File: src/rtl/dp_collision_arbiter.sv
module dp_collision_arbiter #(
  parameter int AW    = 13,
  parameter int AGE_W = 4
) (
  input  logic          clk,
  input  logic          rst_n,
  input  logic          l_cs_n,
  input  logic [AW-1:0] l_addr,
  input  logic          l_wr,
  input  logic          r_cs_n,
  input  logic [AW-1:0] r_addr,
  input  logic          r_wr,
  output logic          l_busy_n,
  output logic          r_busy_n,
  output logic          l_wr_inhibit,
  output logic          r_wr_inhibit,
  output logic          l_wr_go,
  output logic          r_wr_go
);
  localparam logic [AGE_W-1:0] AGE_MAX = '1;

  logic             l_sel_q, r_sel_q;
  logic [AW-1:0]    l_addr_q, r_addr_q;
  logic [AGE_W-1:0] l_age_q, r_age_q;
  logic             coll_q, lose_l_q;

  wire l_sel = !l_cs_n;
  wire r_sel = !r_cs_n;
  wire l_new = l_sel && (!l_sel_q || l_addr != l_addr_q);
  wire r_new = r_sel && (!r_sel_q || r_addr != r_addr_q);

  wire [AGE_W-1:0] l_age_now = (!l_sel || l_new) ? '0 :
                               (l_age_q == AGE_MAX) ? AGE_MAX : l_age_q + 1'b1;
  wire [AGE_W-1:0] r_age_now = (!r_sel || r_new) ? '0 :
                               (r_age_q == AGE_MAX) ? AGE_MAX : r_age_q + 1'b1;

  wire match  = l_sel && r_sel && (l_addr == r_addr);
  wire lose_l = coll_q ? lose_l_q : (r_age_now > l_age_now);

  assign l_wr_inhibit = match && lose_l;
  assign r_wr_inhibit = match && !lose_l;
  assign l_busy_n     = !l_wr_inhibit;
  assign r_busy_n     = !r_wr_inhibit;
  assign l_wr_go      = l_wr && !l_wr_inhibit;
  assign r_wr_go      = r_wr && !r_wr_inhibit;

  always_ff @(posedge clk) begin
    if (!rst_n) begin
      l_sel_q  <= 1'b0;
      r_sel_q  <= 1'b0;
      l_addr_q <= '0;
      r_addr_q <= '0;
      l_age_q  <= '0;
      r_age_q  <= '0;
      coll_q   <= 1'b0;
      lose_l_q <= 1'b0;
    end else begin
      l_sel_q  <= l_sel;
      r_sel_q  <= r_sel;
      l_addr_q <= l_addr;
      r_addr_q <= r_addr;
      l_age_q  <= l_age_now;
      r_age_q  <= r_age_now;
      coll_q   <= match;
      lose_l_q <= lose_l;
    end
  end
endmodule

File: config.mk
export PLATFORM = sky130hd
export DESIGN_NAME = dp_collision_arbiter
export DESIGN_NICKNAME = d
export VERILOG_FILES = /design/src/rtl/dp_collision_arbiter.sv
export SDC_FILE = /design/constraint.sdc
export NUM_CORES = 1
export LEC_CHECK = 0
export BUFFER_PORTS_ARGS = -buffer_cell sky130_fd_sc_hd__buf_4
export CAP_MARGIN = 5
export CELL_PAD_IN_SITES_DETAIL_PLACEMENT = 1
export CELL_PAD_IN_SITES_GLOBAL_PLACEMENT = 2
export CORE_MARGIN = 2
export CORE_UTILIZATION = 29
export CTS_CLUSTER_DIAMETER = 60
export DETAILED_ROUTE_END_ITERATION = 6
export MAX_ROUTING_LAYER = met4
export PLACE_DENSITY = 0.83
export RECOVER_POWER = 100
export SYNTH_ARGS = -nofsm -noshare
export SYNTH_HDL_FRONTEND = slang
export SYNTH_SLANG_ARGS = --single-unit
File: constraint.sdc
create_clock -name clk -period 2.5 [get_ports clk]
set_input_delay 0.25 -clock clk [delete_from_list [all_inputs] [get_ports clk]]
set_output_delay 0.25 -clock clk [all_outputs]
set_load 0.01 [all_outputs]
==> reports/results.tsv <==
metric	value	unit
total CTS buffers	5	
met2 wire len	2.219	mm
Non-Filler Instances	323	
CTS tree	built	
area of the mapped netlist	1737	um2
Yosys top cell area share	43.80	%
Worst Hold Slack	136.9	ps
Final setup viols	6	
pin count of the biggest net entering global routing	31	
initial drt markers	39	
std cell rows	28	
# DRC	0	
Worst VDD drop	0.0002794	V
Cells after Synth	179	
Pwr Density	540.9	nW/um2
CP Launch Type	register	
failing checks	negative setup slack	
Design Power	1368	uW
I/O pin cnt	38	
DRT Wirelength	4.221	mm
Syn Nets	217	
Vias	1442	
leakage	0.001016	uW
fin util	43.24	%
synth top area cells	dfxtp_1 (44%), xnor2_1 (19%), and2_1 (10%)	
Max Root-Sink Buffers	2	
core area	5851	um2
number of global-route vias before repair	1606	
Avg Cell Area, Syn	9.702	um2
Avg WL per Cell	13.07	um
DRT antenna net count	0	
status	complete, but fails checks	
First-pass DRT Iterations	4	
Die Y	81.39	um
DP Worst Slack	-284.8	ps
met3 routed WL	157	um
Die X	81.39	um
Pins Over Slew Limit	0	
Syn-to-layout area delta	45.68	%
async set-reset flop share out of synthesis	0	%
maximum clock frequency	343.1	MHz
max layer used	met4	
register area	764.5	um2
layout cells sized above 1	37.90	%
RSZ-0062 raised after global routing	true	
GPL Wtd Cong	0.7681	
Setup Skew	5.453	ps
Yosys top cell by area	dfxtp_1	
Slew headroom	27.18	%
Final Cycle Share	116.6	%
HPWL after DPL	3.231	mm
Combinational Power Share	14.0	%
DIE AREA	6624	um2
Ant. Diodes	0	
ys flop type	dfxtp_1	
setup ws final	-414.5	ps
Cell variety after synth	30	
Seq/Total Area, Yosys	43.80	%
EDFF count, synth	0	
NumNets Final	286	
Clock power frac	39.1	%
Yosys reg bits	38	
Setup crit end kind	primary output	
initial core utilization	29.68	%
DR vias/cell	4.464	
Skew-Pair Late Insertion Delay	290	ps
CP Class	register to primary output	
Max Cap Viol	0	
flop-to-flop setup slack	280	ps
switching share of total power	22.04	%
yosys synthesis warning count	0	
Total GRT Usage	15.43	%
Worst EP arrival	2660	ps
H-tree depth	2	
Placed Cells	315	
IO buf count	37	
initial antenna violation count	0	
Clock Sinks	38	
WL met1	1.767	mm
clk slew on worst S/H paths	70	ps
first-pass GRT wire length	7.341	mm
Min-Delay Path Class	input pin to register	
area of the multi-input gates	1049	um2
Required @ worst endpoint	2250	ps
Fill cells	682	
internal power	1067	uW
sequential fraction of design power	46.9	%
final hold vios	0	
CTS root buffer	clkbuf_8	
Least-Margin Pin Slew	1092	ps
Switching Power	301.7	uW
minimum clock period	2914	ps
total grt overflow	0	
Synth top cells by count	dfxtp_1 (38), xnor2_1 (38), and2_1 (28), nor2_1 (12), nand4_1 (9)	
CP Max Fanout	5	
-- kinds of logic after synthesis --
group / count (synthesis) / synth area share, %
AOI/OAI and AO/OA: 15 / 5.547
muxes: 1 / 0.6484
DFF: 38 / 43.80
buffers and inverters: 8 / 1.729
xor gates and xnor gates: 39 / 19.67
adders and majority gates: 6 / 4.323
and+or+nand+nor: 72 / 24.28
-- cell usage in the layout (no fill, tap or decap), drive strengths merged, types with 4 or more instances in the layout --
cell / n
clkbuf: 8
nand4: 9
nor2: 12
ha: 6
and2: 29
a21oi: 6
nand2: 4
buf: 63
nand3: 5
xnor2: 38
dfxtp: 38
inv: 5
-- flip-flops by register name, indices dropped and copies added (netlist names) --
register and cells:
r_sel_q 1, r_addr_q 13, l_age_q 4, l_sel_q 1, r_age_q 4, lose_l_q 1, coll_q 1, l_addr_q 13
-- power by group through the flow --
stage	clock [uW]	sequential, uW	combinational (uW)
CTS	558	641	195
finish	535	642	192
global route	583	644	211
global placement	0	652	183
floorplan	0	652	81.4
detailed placement	0	654	187
-- final timing paths --
kind,cells past startpoint,endpoint,startpoint
worst min-delay path,2,l_sel_q,l_cs_n
worst max-delay path,10,l_wr_go,r_addr_q[4]
worst min register to register,1,l_age_q[0],l_age_q[0]
worst max register to register,9,lose_l_q,r_addr_q[4]
-- layout make-up --
class | instances | area share [%]
clock inverter | 1 | 1.187
sequential | 38 | 30.22
multi-input combinational | 133 | 41.44
clock buffer | 6 | 3.264
inverter | 5 | 0.7418
tap | 75 | 3.709
timing repair buffer | 65 | 19.44
-- per-layer routing --
| layer | up-vias | GRT usage [%] |
|---|---|---|
| met3 | 7 | 3.000 |
| met2 | 22 | 26.56 |
| met4 | 0 | 6.610 |
| met1 | 682 | 17.36 |
| met5 | - | - |
| li1 | 731 | - |
-- per-stage QoR --
| stage | TNS [ps] | area (um2) |
|---|---|---|
| after floorplan | 0 | 1750 |
| after global placement | -1188 | 2313 |
| after detailed placement | -1402 | 2313 |
| after CTS | -2545 | 2497 |
| after global routing | -3154 | 2530 |
| final | -2161 | 2530 |
-- worst max-delay path, stage by stage, from the launching register on --
cell and delay, ps:
dfxtp_1 360, xnor2_2 120, nand4_1 110, or4_4 580, a21o_2 240, ha_4 210
a41o_1 210, a21oi_2 180, o21ai_2 90, and2_1 150, buf_6 120
-- timing repair --
action | in CTS | in global routing
gates resized for setup | 15 | 6
hold buffers | 0 | 0
hold endpoints to repair | 0 | 0
buffers inserted | 1 | 0
pin swaps | 14 | 8
setup endpoints to repair | 6 | 6
Power figures use the tool's default switching activity.
